**config.mk**
```make
export PLATFORM = sky130hd
export DESIGN_NAME = byte_pair_assembler
export DESIGN_NICKNAME = d
export VERILOG_FILES = /design/src/rtl/bpa_pkg.sv /design/src/rtl/bpa_pair_tracker.sv /design/src/rtl/bpa_out_timer.sv /design/src/rtl/bpa_pin_drive.sv /design/src/rtl/byte_pair_assembler.sv
export SDC_FILE = /design/constraint.sdc
export NUM_CORES = 1
export LEC_CHECK = 0
export ABC_AREA = 1
export BUFFER_PORTS_ARGS = -buffer_cell sky130_fd_sc_hd__buf_2
export CORE_MARGIN = 1
export CORE_UTILIZATION = 45
export DETAILED_ROUTE_END_ITERATION = 16
export PLACE_DENSITY = 0.61
export SYNTH_ARGS = -nofsm -noshare
export SYNTH_HDL_FRONTEND = slang
export SYNTH_SLANG_ARGS = --single-unit
```
**constraint.sdc**
```tcl
create_clock -name clk -period 4.98 [get_ports clk]
set_clock_uncertainty 0.1 [all_clocks]
set_input_delay 0.249 -clock clk [delete_from_list [all_inputs] [get_ports clk]]
set_output_delay 0.249 -clock clk [all_outputs]
set_load 0.05 [all_outputs]
```
**src/rtl/bpa_pkg.sv**
```systemverilog
package bpa_pkg;
    typedef enum logic [1:0] {
        TM_IDLE = 2'd0,
        TM_WAIT = 2'd1,
        TM_ACK  = 2'd2
    } tm_state_e;
endpackage

```
**src/rtl/bpa_pair_tracker.sv**
```systemverilog
module bpa_pair_tracker #(
    parameter int ADDR_W = 3,
    parameter int NIB_W  = 4,
    parameter int PER_W  = 12
) (
    input  logic                 clk,
    input  logic                 rst_n,
    input  logic                 frm_valid,
    input  logic                 frm_err,
    input  logic [ADDR_W-1:0]    frm_addr,
    input  logic [NIB_W-1:0]     frm_nib,
    input  logic [PER_W-1:0]     frm_period,
    input  logic [ADDR_W-1:0]    strap_addr,
    output logic                 acc_o,
    output logic [2*NIB_W-1:0]   byte_o,
    output logic [PER_W-1:0]     per_o
);
    localparam int BYTE_W = 2 * NIB_W;

    typedef struct packed {
        logic              have_lo;
        logic [NIB_W-1:0]  lo_nib;
        logic [ADDR_W-1:0] lo_addr;
        logic              acc;
        logic [BYTE_W-1:0] byt;
        logic [PER_W-1:0]  per;
    } trk_t;

    trk_t trk_d, trk_q;

    always_comb begin
        trk_d     = trk_q;
        trk_d.acc = 1'b0;
        if (frm_err) begin
            trk_d.have_lo = 1'b0;
        end else if (frm_valid) begin
            if (!trk_q.have_lo) begin
                if (frm_addr == strap_addr) begin
                    trk_d.have_lo = 1'b1;
                    trk_d.lo_nib  = frm_nib;
                    trk_d.lo_addr = frm_addr;
                end
            end else begin
                trk_d.have_lo = 1'b0;
                if (frm_addr == trk_q.lo_addr) begin
                    trk_d.acc = 1'b1;
                    trk_d.byt = {frm_nib, trk_q.lo_nib};
                    trk_d.per = frm_period;
                end
            end
        end
    end

    always_ff @(posedge clk or negedge rst_n) begin
        if (!rst_n) trk_q <= '0;
        else        trk_q <= trk_d;
    end

    assign acc_o  = trk_q.acc;
    assign byte_o = trk_q.byt;
    assign per_o  = trk_q.per;


    pair_addr_match_chk: assert property (@(posedge clk) disable iff (!rst_n)
        trk_q.acc |-> ($past(frm_valid) && $past(frm_addr) == $past(trk_q.lo_addr)));


    err_clears_pending_chk: assert property (@(posedge clk) disable iff (!rst_n)
        frm_err |=> (!trk_q.have_lo && !trk_q.acc));
endmodule

```
**src/rtl/bpa_out_timer.sv**
```systemverilog
module bpa_out_timer #(
    parameter int DATA_W = 8,
    parameter int PER_W  = 12
) (
    input  logic              clk,
    input  logic              rst_n,
    input  logic              acc_i,
    input  logic [DATA_W-1:0] byte_i,
    input  logic [PER_W-1:0]  per_i,
    output logic [DATA_W-1:0] data_o,
    output logic              ack_n_o
);
    import bpa_pkg::*;

    localparam logic [PER_W-1:0] MIN_HALF = PER_W'(2);
    localparam logic [PER_W-1:0] ONE      = PER_W'(1);

    typedef struct packed {
        tm_state_e         st;
        logic [PER_W-1:0]  cnt;
        logic [PER_W-1:0]  per;
        logic [DATA_W-1:0] pend;
        logic [DATA_W-1:0] data;
    } tmr_t;

    tmr_t tmr_d, tmr_q;
    logic [PER_W-1:0] half_w;
    logic [PER_W-1:0] len_w;

    always_comb begin
        half_w = per_i >> 1;
        if (half_w < MIN_HALF) half_w = MIN_HALF;
        len_w = (per_i == '0) ? ONE : per_i;

        tmr_d = tmr_q;
        if (acc_i) begin
            tmr_d.st   = TM_WAIT;
            tmr_d.cnt  = half_w - MIN_HALF;
            tmr_d.pend = byte_i;
            tmr_d.per  = len_w;
        end else begin
            case (tmr_q.st)
                TM_WAIT: begin
                    if (tmr_q.cnt == '0) begin
                        tmr_d.data = tmr_q.pend;
                        tmr_d.st   = TM_ACK;
                        tmr_d.cnt  = tmr_q.per - ONE;
                    end else begin
                        tmr_d.cnt = tmr_q.cnt - ONE;
                    end
                end
                TM_ACK: begin
                    if (tmr_q.cnt == '0) tmr_d.st  = TM_IDLE;
                    else                 tmr_d.cnt = tmr_q.cnt - ONE;
                end
                default: tmr_d.st = TM_IDLE;
            endcase
        end
    end

    always_ff @(posedge clk or negedge rst_n) begin
        if (!rst_n) tmr_q <= '{st: TM_IDLE, default: '0};
        else        tmr_q <= tmr_d;
    end

    assign data_o  = tmr_q.data;
    assign ack_n_o = (tmr_q.st != TM_ACK);


    load_with_ack_chk: assert property (@(posedge clk) disable iff (!rst_n)
        !$stable(tmr_q.data) |-> $fell(ack_n_o));


    ack_window_chk: assert property (@(posedge clk) disable iff (!rst_n)
        (tmr_q.st == TM_ACK) |-> (tmr_q.cnt < tmr_q.per));
endmodule

```
**src/rtl/bpa_pin_drive.sv**
```systemverilog
module bpa_pin_drive #(
    parameter int DATA_W = 8
) (
    input  logic [DATA_W-1:0] data_i,
    input  logic              out_en,
    input  logic              od_mode,
    output logic [DATA_W-1:0] pin_val,
    output logic [DATA_W-1:0] pin_oe
);
    for (genvar gi = 0; gi < DATA_W; gi++) begin : g_pin
        always_comb begin
            if (od_mode) begin
                pin_val[gi] = 1'b0;
                pin_oe[gi]  = out_en & data_i[gi];
            end else begin
                pin_val[gi] = data_i[gi];
                pin_oe[gi]  = out_en;
            end
        end
    end
endmodule

```
**src/rtl/byte_pair_assembler.sv**
```systemverilog
module byte_pair_assembler #(
    parameter int ADDR_W = 3,
    parameter int NIB_W  = 4,
    parameter int PER_W  = 12
) (
    input  logic                 clk,
    input  logic                 rst_n,
    input  logic                 frm_valid,
    input  logic                 frm_err,
    input  logic [ADDR_W-1:0]    frm_addr,
    input  logic [NIB_W-1:0]     frm_nib,
    input  logic [PER_W-1:0]     frm_period,
    input  logic [ADDR_W-1:0]    strap_addr,
    input  logic                 out_en,
    input  logic                 od_mode,
    output logic [2*NIB_W-1:0]   pin_val,
    output logic [2*NIB_W-1:0]   pin_oe,
    output logic                 ack_n
);
    localparam int DATA_W = 2 * NIB_W;

    logic              acc_w;
    logic [DATA_W-1:0] byte_w;
    logic [PER_W-1:0]  per_w;
    logic [DATA_W-1:0] data_w;

    bpa_pair_tracker #(.ADDR_W(ADDR_W), .NIB_W(NIB_W), .PER_W(PER_W)) u_trk (
        .clk        (clk),
        .rst_n      (rst_n),
        .frm_valid  (frm_valid),
        .frm_err    (frm_err),
        .frm_addr   (frm_addr),
        .frm_nib    (frm_nib),
        .frm_period (frm_period),
        .strap_addr (strap_addr),
        .acc_o      (acc_w),
        .byte_o     (byte_w),
        .per_o      (per_w)
    );

    bpa_out_timer #(.DATA_W(DATA_W), .PER_W(PER_W)) u_tmr (
        .clk     (clk),
        .rst_n   (rst_n),
        .acc_i   (acc_w),
        .byte_i  (byte_w),
        .per_i   (per_w),
        .data_o  (data_w),
        .ack_n_o (ack_n)
    );

    bpa_pin_drive #(.DATA_W(DATA_W)) u_pin (
        .data_i  (data_w),
        .out_en  (out_en),
        .od_mode (od_mode),
        .pin_val (pin_val),
        .pin_oe  (pin_oe)
    );


    pins_released_chk: assert property (@(posedge clk) disable iff (!rst_n)
        !out_en |-> (pin_oe == '0));


    open_drain_map_chk: assert property (@(posedge clk) disable iff (!rst_n)
        (od_mode && out_en) |-> (pin_oe == data_w && pin_val == '0));


    push_pull_map_chk: assert property (@(posedge clk) disable iff (!rst_n)
        (!od_mode && out_en) |-> (pin_oe == '1 && pin_val == data_w));
endmodule

```
# Word level (Yosys, flattened, before mapping)
# Index checks and enable logic that the tools add are counted.
word_totals:
  ff_bits: 71
  latchBits: 0
  mem_bits_rw: 0
  mem_bits_ro: 0
  input_bits: 28
  out_inout_bits: 17
  word_cells: 76
  mem_count: 0
classes:
  add_sub_neg: 3
  mul: 0
  div: 0
  order_cmp: 1
  n_eq_ne: 8
  shifts: 0
  muxes: 33
  bitwise_logic: 11
  n_reduce_logical: 9
op_table:
  columns: ["operator", "n"]
  rows:
  - ["$mux 21", 3]
  - ["$mux 12", 3]
  - ["$mux 29", 1]
  - ["$logic_not 12->1", 2]
  - ["$pmux 12 s2", 1]
  - ["$sub 12x1->12 const B", 2]
  - ["$mux 1", 18]
  - ["$mux 14", 1]
  - ["$sub 12x2->12 const B", 1]
  - ["$lt 11x2->1 const B", 1]
  - ["$mux 11", 1]
  - ["$and 1x1->1", 8]
  - ["$mux 8", 1]
  - ["$reduce_and 4->1", 2]
  - ["$mux 7", 1]
  - ["$eq 3x3->1", 2]
  - ["$ne 3x2->1 const B", 2]
  - ["$mux 2", 2]
  - ["$pmux 2 s2", 1]
  - ["$reduce_and 2->1", 2]
  - ["$ne 3x3->1 const B", 1]
  - ["$not 1->1", 3]
  - ["$reduce_and 3->1", 1]
  - ["$reduce_bool 3->1", 1]
  - ["other kinds (4)", 4]

# Logic depth before layout (Yosys ltp)
# Gate-level depths: netlist of the first run.
depth:
  word_depth: 5
  mapped_depth: 14

# Cells and area by module
# A second synthesis of the first run with hierarchy kept.
unflattened:
  hier_cells: 580
  area_unflattened_um2: 4393.0
by_module_without_submodules:
  columns: ["mod", "instances", "cells_per_inst", "area_each_um2", "seq_area_each_um2"]
  rows:
  - ["bpa_out_timer", 1, 365, 2698.8, 1051.0]
  - ["bpa_pair_tracker", 1, 178, 1493.9, 725.7]
  - ["bpa_pin_drive", 1, 37, 200.2, 0.0]

# Worst setup path after synthesis of the first run
# Ideal clock, no wire load.
synth_timing:
  path_kind: "register -> register"
  from: "reg u_trk.trk_q, in the netlist u_trk.per_o[7]"
  to: "reg u_tmr.tmr_q[37] in the netlist's numbering"
  setup_ns: 0.116
  t_arrival_ns: 1.637
  required_ns: 4.764
  setup_slack_ns: 3.126
  path_stages_with_launch: 14
  path_buffers: 0
  synth_period_minus_slack_ns: 1.854
  cell_sequence: "dfrtp_1 > nor2_1 > nand2_1 > nor2_1 > nand2_1 > nand2_1 > inv_2 > ha_1 > nand2_1 > nor2_1 > a21oi_1 > a21oi_1 > nand2_1 > nand2_1"
synth_between:
  elab_chain_cells: 4
synth_lines:
  columns: ["item", "line_no", "text"]
  rows:
  - ["start, declared", "bpa_pair_tracker.sv:29", "trk_t trk_d, trk_q;"]
  - ["start signal, assigned", "bpa_pair_tracker.sv:56", "else trk_q <= trk_d;"]
  - ["$lt 11x2->1", "bpa_out_timer.sv:32", "if (half_w < MIN_HALF) half_w = MIN_HALF;"]
  - ["$mux 11 *", "bpa_out_timer.sv:32", null]
  - ["$sub 12x2->12 *", "bpa_out_timer.sv:38", "tmr_d.cnt = half_w - MIN_HALF;"]
  - ["$mux 14 *", "bpa_out_timer.sv:36", "if (acc_i) begin"]
  - ["end signal, assigned", "bpa_out_timer.sv:63", "else tmr_q <= tmr_d;"]
  - ["end, declared", "bpa_out_timer.sv:26", "tmr_t tmr_d, tmr_q;"]
# Every way passes the cells marked *; elsewhere a longest branch is shown, timed or not.
# A chain may end at the register's enable or synchronous reset.

# Final worst setup path of the first run
layout_timing:
  from: "reg u_trk.trk_q, in the netlist u_trk.per_o[5]"
  to: "reg u_tmr.tmr_q[37] in the netlist's numbering"
# The elaborated chain is that of the path after synthesis.

==> impl_metrics.json, run 1 <==
{
  "syn_to_final_growth_pct": 14.8,
  "cts_tree": "built",
  "synth_edf_count": 0,
  "finalSetupViolCount": 0,
  "seq_power_share_pct": 42.6,
  "diodes": 0,
  "std_cell_rows": 33,
  "yosysMostFrequentCell": "nand2_1",
  "drv_cap": 0,
  "path_buf_inv": 1,
  "ios": 45,
  "wire_per_inst_um": 12.0,
  "synth.area.top_cells": "dfrtp_1 47%, nand2_1 16%, o21ai_0 6.4%",
  "fillCellCount": 790,
  "fmax_mhz": 463,
  "cpPeakStageDelay_ns": 0.43,
  "vdd_drop_max_mv": 0.179,
  "hp-class": "input pin to async pin",
  "dp_hpwl_um": 5860,
  "yosysTopAreaCell": "dfrtp_1",
  "place.gp.congestion": 0.867,
  "ys_ff_latch": 71,
  "first_pass_iters": 4,
  "core_um2": 8220,
  "drive_gt1_share_pct": 15.0,
  "yosysWarnings": 0,
  "crit_type": "register to register",
  "synth_top_area_share_pct": 46.5,
  "cellPowerDensity_nw_per_um2": 402,
  "drtIter0Drc": 176,
  "die_y_um": 94.1,
  "period_minus_slack_ns": 2.16,
  "p_total_mw": 1.77,
  "p_int_mw": 1.09,
  "finalHoldViolCount": 5,
  "via_count": 3212,
  "final.setup.tns_ns": 0,
  "relSlewSlack_pct": 41.8,
  "cts_buffers": 9,
  "postCtsSetupBuffers": 0,
  "io_buffers": 44,
  "cts-root-buf": "clkbuf_8",
  "htree_levels": 3,
  "status": "finished, violations left",
  "grt.busiest_layer": "met1",
  "path_common_cell": "nand2_1",
  "leakage_nw": 2.24,
  "use_met2_pct": 30.1,
  "grt_pass1_vias": 3024,
  "design_area_um2": 4390,
  "overflow": 0,
  "violations": "hold timing",
  "p_switching_mw": 0.679,
  "die_area_um2": 8860,
  "initial_core_util_pct": 46.5,
  "yosysSeqAreaShare_pct": 46.5,
  "path_max_fanout": 5,
  "critPathRequiredTime_ns": 5.12,
  "seqCellArea_um2": 1780,
  "grt_pass1_wl_um": 14100,
  "whs_ns": -0.0157,
  "clk_pin_slew_ns": 0.08,
  "clk_latency_ns": 0.34,
  "syn_nets": 540,
  "crit_slowest_cell": "dfrtp_1",
  "syn_inst": 509,
  "synthTopCellsByCount": "166 x nand2_1, 71 x dfrtp_1, 56 x inv_1, 49 x o21ai_0, 47 x nor2_1",
  "crit_path_end_kind": "register",
  "synth_ff_type": "dfrtp_1",
  "synth.cell_area_um2": 3820,
  "cts_buffer_depth": 2,
  "async_flop_share_pct": 100,
  "dieWidth_um": 94.1,
  "report.final.slew_viol_count": 0,
  "met3_usage_pct": 2.91,
  "clock-sinks": 71,
  "combPwrFrac_pct": 33.3,
  "grt_max_degree": 72,
  "rsz0062_at_grt": "false",
  "place_inst": 645,
  "multiInputGateArea_um2": 1740,
  "gr-usage-met1_pct": 30.5,
  "worst_pin_slew_ns": 0.873,
  "drt_wl_total_um": 8070,
  "fin_crit_sh_pct": 43.4,
  "postRouteAntennaNets": 0,
  "post_synth_num_cell_types": 33,
  "antenna_found_initial": 0,
  "p_clk_share_pct": 24.1,
  "avgSynthCellArea_um2": 7.50,
  "place_area_um2": 4110,
  "viasPerCell": 4.79,
  "swShare_pct": 38.5,
  "crit_family": "simple AND/OR/NAND/NOR gates",
  "cp-start-kind": "register",
  "grt_util_all_layers_pct": 20.6,
  "layoutNonFillerInstCount": 670,
  "cp.arrival_ns": 2.29,
  "drc": 0,
  "cp_cell_sequence": "nor2_1 -> nand2_1 -> nor2_1 -> nand2_1 -> nand2_1 -> inv_2 -> ha_1 -> nand2_1 -> nor2_1 -> a21oi_1 -> a21oi_1 -> nand2_1 -> nand2_1",
  "fin_nets": 591
}
[cells in the final DEF, fill, tap and decap left out, drive strengths merged, types with 9 or more instances in the layout]
cell type,n
a21oi,22
buf,46
clkbuf,10
dfrtp,71
dlygate4sd3,9
inv,60
nand2,170
nand3,20
nor2,53
o21ai,57
xor2,13
[state kept, by name, summed over array words and instances (netlist names)]
register	cells
u_trk.trk_q	8
u_tmr.data_o	8
u_trk.byte_o	8
u_trk.acc_o	1
u_tmr.tmr_q	34
u_trk.per_o	12
[worst paths after layout]
| kind | to | depth (start not counted) | from | slack (ns) |
|---|---|---|---|---|
| worst max-delay path | u_tmr.tmr_q[37] | 13 | u_trk.per_o[5] | 2.82 |
| worst min-delay path | u_tmr.tmr_q[31] | 2 | rst_n | -0.02 |
| worst max register to register | u_tmr.tmr_q[37] | 13 | u_trk.per_o[5] | 2.82 |
| worst min register to register | u_trk.byte_o[3] | 2 | u_trk.trk_q[27] | 0.37 |
| max in group asynchronous | u_tmr.tmr_q[23] | 2 | rst_n | 4.20 |
| min in group clk | u_trk.per_o[4] | 3 | frm_period[4] | 0.01 |
[layer usage]
metal	up-vias	share of wire [%]
met5	-	0
met4	0	1.8
li1	1694	-
met3	16	3.5
met2	73	43
met1	1429	52
[timing repair]
action	in CTS	in global routing
hold buffers	9	0
endpoints found under the hold margin	8	0
endpoints found under the setup margin	0	0
resized for setup	0	0
[metrics by stage]
| stage | util (%) | setup slack, ns |
|---|---|---|
| 3_3_place_gp | 50.1 | 2.86 |
| 3_5_place_dp | 50.1 | 2.87 |
| 4_1_cts | 53.4 | 2.85 |
| 6_report | 53.4 | 2.82 |
| 5_1_grt | 53.4 | 2.59 |
| 2_1_floorplan | - | 3.13 |
[power groups by stage]
| stage | Clock (mW) | Combinational (mW) | Sequential (mW) |
|---|---|---|---|
| after global placement | 0 | 0.573 | 0.762 |
| after floorplan | 0 | 0.468 | 0.742 |
| after detailed placement | 0 | 0.580 | 0.761 |
| after global routing | 0.461 | 0.678 | 0.766 |
| final | 0.425 | 0.589 | 0.751 |
| after CTS | 0.435 | 0.590 | 0.751 |
[final cells by class]
class	count	share of cell area, %
clock inverter	6	1.03
multi-input combinational	362	39.7
inverter	61	5.25
tap	105	2.99
timing repair buffer	55	7.42
clock buffer	10	3.14
sequential	71	40.5
[logic make-up (layout without fill, tap and decap cells)]
kind of cell	count (synthesis)	in the layout	synth area share [%]
AO/OA/AOI/OAI	84	84	11.7
XOR/XNOR	20	20	4.59
adder cells (fa/ha/maj)	3	3	0.983
buffers and inverters	76	132	7.93
flip-flops	71	71	46.5
multiplexers	2	2	0.590
AND/OR/NAND/NOR	253	253	27.7
[worst register-to-register path, stage by stage (launching register included)]
cell and delay [ns]:
dfrtp_1 0.43, nor2_1 0.16, nand2_1 0.06, nor2_1 0.16, nand2_1 0.14, nand2_1 0.10, inv_2 0.07, ha_1 0.22
nand2_1 0.11, nor2_1 0.09, a21oi_1 0.19, a21oi_1 0.10, nand2_1 0.08, nand2_1 0.05
(Power assumes the default switching activity.)
==> run 2: changes to the inputs <==
==> constraint.sdc (replaced) <==
create_clock -name clk -period 2.25 [get_ports clk]
set_clock_uncertainty 0.1 [all_clocks]
set_input_delay 0.1125 -clock clk [delete_from_list [all_inputs] [get_ports clk]]
set_output_delay 0.1125 -clock clk [all_outputs]
set_load 0.05 [all_outputs]
==> run 2 against run 1 <==
  * Critical path type unchanged
  * Critical path depth did not move
  * The flow now finishes without violations
  * Critical endpoint unchanged
  * Sequential share of layout area fell by 1.5 points
  * Total power rose by 130%
  * Combinational power rose by 130%
  * Wire length rose by 5.6%
  * Register-to-register slack got worse by 2.6 ns
  * Count of clock-buffer cells in the layout fell by 1
==> impl_metrics.json, run 2 (synthesized netlist as in run 1, its figures left out) <==
{
  "grt_pass1_vias": 3130,
  "drt-met1-wl_um": 4240,
  "dp_hpwl_um": 6080,
  "path_max_fanout": 5,
  "cp-start-kind": "register",
  "place.gp.congestion": 0.923,
  "clk_latency_ns": 0.35,
  "drtIter0Drc": 166,
  "critPathRequiredTime_ns": 2.38,
  "vdd_drop_max_mv": 0.397,
  "diodes": 0,
  "seq_power_share_pct": 41.6,
  "reg2reg_slack_ns": 0.20,
  "fillCellCount": 799,
  "viasPerCell": 4.92,
  "p_clk_share_pct": 25.4,
  "largest_register_ffs": 34,
  "drv_cap": 0,
  "io_buffers": 44,
  "endpoint": "u_tmr.tmr_q[37]",
  "drt_wl_total_um": 8520,
  "dieWidth_um": 94.1,
  "grt_pass1_wl_um": 14600,
  "relSlewSlack_pct": 64.7,
  "final_common_cell": "nand2_1",
  "pre_cts_ws_ns": 0.201,
  "clock-sinks": 71,
  "crit_path_end_kind": "register",
  "finalSetupViolCount": 0,
  "drc": 0,
  "cts_buffers": 9,
  "combPwrFrac_pct": 33.0,
  "grt_max_degree": 72,
  "cts-root-buf": "clkbuf_8",
  "cellPowerDensity_nw_per_um2": 884,
  "worst_slack_ns": 0.203,
  "whs_path_depth": 3,
  "hp-class": "input pin to register",
  "via_count": 3364,
  "final_cell_mix": "166 x nand2_1, 71 x dfrtp_1, 56 x inv_1",
  "fmax_mhz": 488,
  "p_int_mw": 2.50,
  "clk_pin_slew_ns": 0.08,
  "grt_util_all_layers_pct": 21.4,
  "postRouteAntennaNets": 0,
  "antenna_found_initial": 0,
  "cts_tree": "built",
  "die_area_um2": 8860,
  "wire_per_inst_um": 12.5,
  "cts_buffer_depth": 2,
  "worst_pin_slew_ns": 0.529,
  "period_minus_slack_ns": 2.05,
  "highest_layer": "met4",
  "first_pass_iters": 5,
  "reg2reg_from": "u_trk.per_o[5]",
  "largest_register": "u_tmr.tmr_q",
  "p_switching_mw": 1.52,
  "final.setup.tns_ns": 0,
  "rsz0062_at_grt": "false",
  "crit_type": "register to register",
  "fin_nets": 605,
  "whs_ns": 0.0141,
  "wl_met2_um": 3830,
  "leakage_nw": 2.32,
  "overflow": 0,
  "p_total_mw": 4.02,
  "crit_start": "u_trk.per_o[5]",
  "postCtsSetupBuffers": 0,
  "std_cell_rows": 33,
  "report.final.slew_viol_count": 0,
  "wl_met3_um": 363,
  "utilization_pct": 55.4,
  "cp.arrival_ns": 2.18,
  "r2r_end": "u_tmr.tmr_q[37]",
  "initial_core_util_pct": 46.5,
  "fin_crit_sh_pct": 91.0,
  "syn_to_final_growth_pct": 19.2,
  "die_y_um": 94.1,
  "swShare_pct": 37.8,
  "ios": 45,
  "finalHoldViolCount": 0,
  "status": "finished, final reports clean",
  "drive_gt1_share_pct": 15.4,
  "htree_levels": 3,
  "reg2reg_depth": 13,
  "core_um2": 8220
}
==> run 2: cell count changes in the layout (fill, tap and decap cells not counted) <==
cell / before / now
buf_12: 0 / 1
buf_4: 2 / 3
bufinv_16: 0 / 1
clkbuf_8: 10 / 9
clkinv_2: 2 / 3
clkinvlp_4: 3 / 2
dlygate4sd3_1: 9 / 21
nor2_1: 47 / 45
nor2_2: 5 / 7
==> run 2: timing repair <==
item                                    4_1_cts  5_1_grt
endpoints found under the hold margin        94        0
resized for setup                             0        2
endpoints found under the setup margin        0        2
hold buffers                                 21        0
==> run 2: worst min path at each step <==
stage | start | end | slack, ns
CTS | frm_addr[1] | u_trk.trk_q[22] | 0.01
finish | frm_addr[1] | u_trk.trk_q[22] | 0.01
detailed placement | rst_n | u_tmr.tmr_q[30] | 0.07
global placement | rst_n | u_tmr.tmr_q[30] | 0.07
floorplan | rst_n | u_tmr.data_o[0] | -0.28
global route | frm_addr[1] | u_trk.trk_q[22] | 0.02
==> run 2: stage by stage <==
| step | area (µm²) | cells |
|---|---|---|
| 5_1_grt | 4550 | 684 |
| 3_5_place_dp | 4140 | 647 |
| 3_3_place_gp | 4140 | 647 |
| 4_1_cts | 4550 | 684 |
| 6_report | 4550 | 684 |
| 2_1_floorplan | 3820 | 509 |
==> run 2: layout make-up <==
class	instances	area, µm²	share of cell area (%)
clock buffers	9	124	2.72
flip-flops and latches	71	1780	39.0
well taps	105	131	2.89
inverters	61	230	5.06
repair buffers	69	473	10.4
multi-input cells	362	1750	38.3
clock inverters	7	72.6	1.59
==> run 2: power by group through the flow <==
stage | Combinational (mW) | Sequential, mW | Clock, mW
floorplan | 1.04 | 1.64 | 0
global placement | 1.27 | 1.69 | 0
detailed placement | 1.29 | 1.69 | 0
CTS | 1.33 | 1.67 | 1.04
global route | 1.54 | 1.70 | 1.09
finish | 1.33 | 1.67 | 1.02
==> run 2: critical path: stages, from the launching register on <==
cell and delay, ns:
dfrtp_1 0.41, nor2_1 0.17, nand2_1 0.08, nor2_2 0.12
nand2_1 0.12, nand2_1 0.09, inv_2 0.06, ha_1 0.22
nand2_1 0.11, nor2_1 0.08, a21oi_1 0.17, a21oi_1 0.10
nand2_1 0.07, nand2_1 0.05
==> run 2: layer usage <==
metal	track usage [%]	vias up
met1	30.4	1550
met5	0	-
met3	4.61	9
met2	32.9	77
met4	5.90	0
li1	-	1728
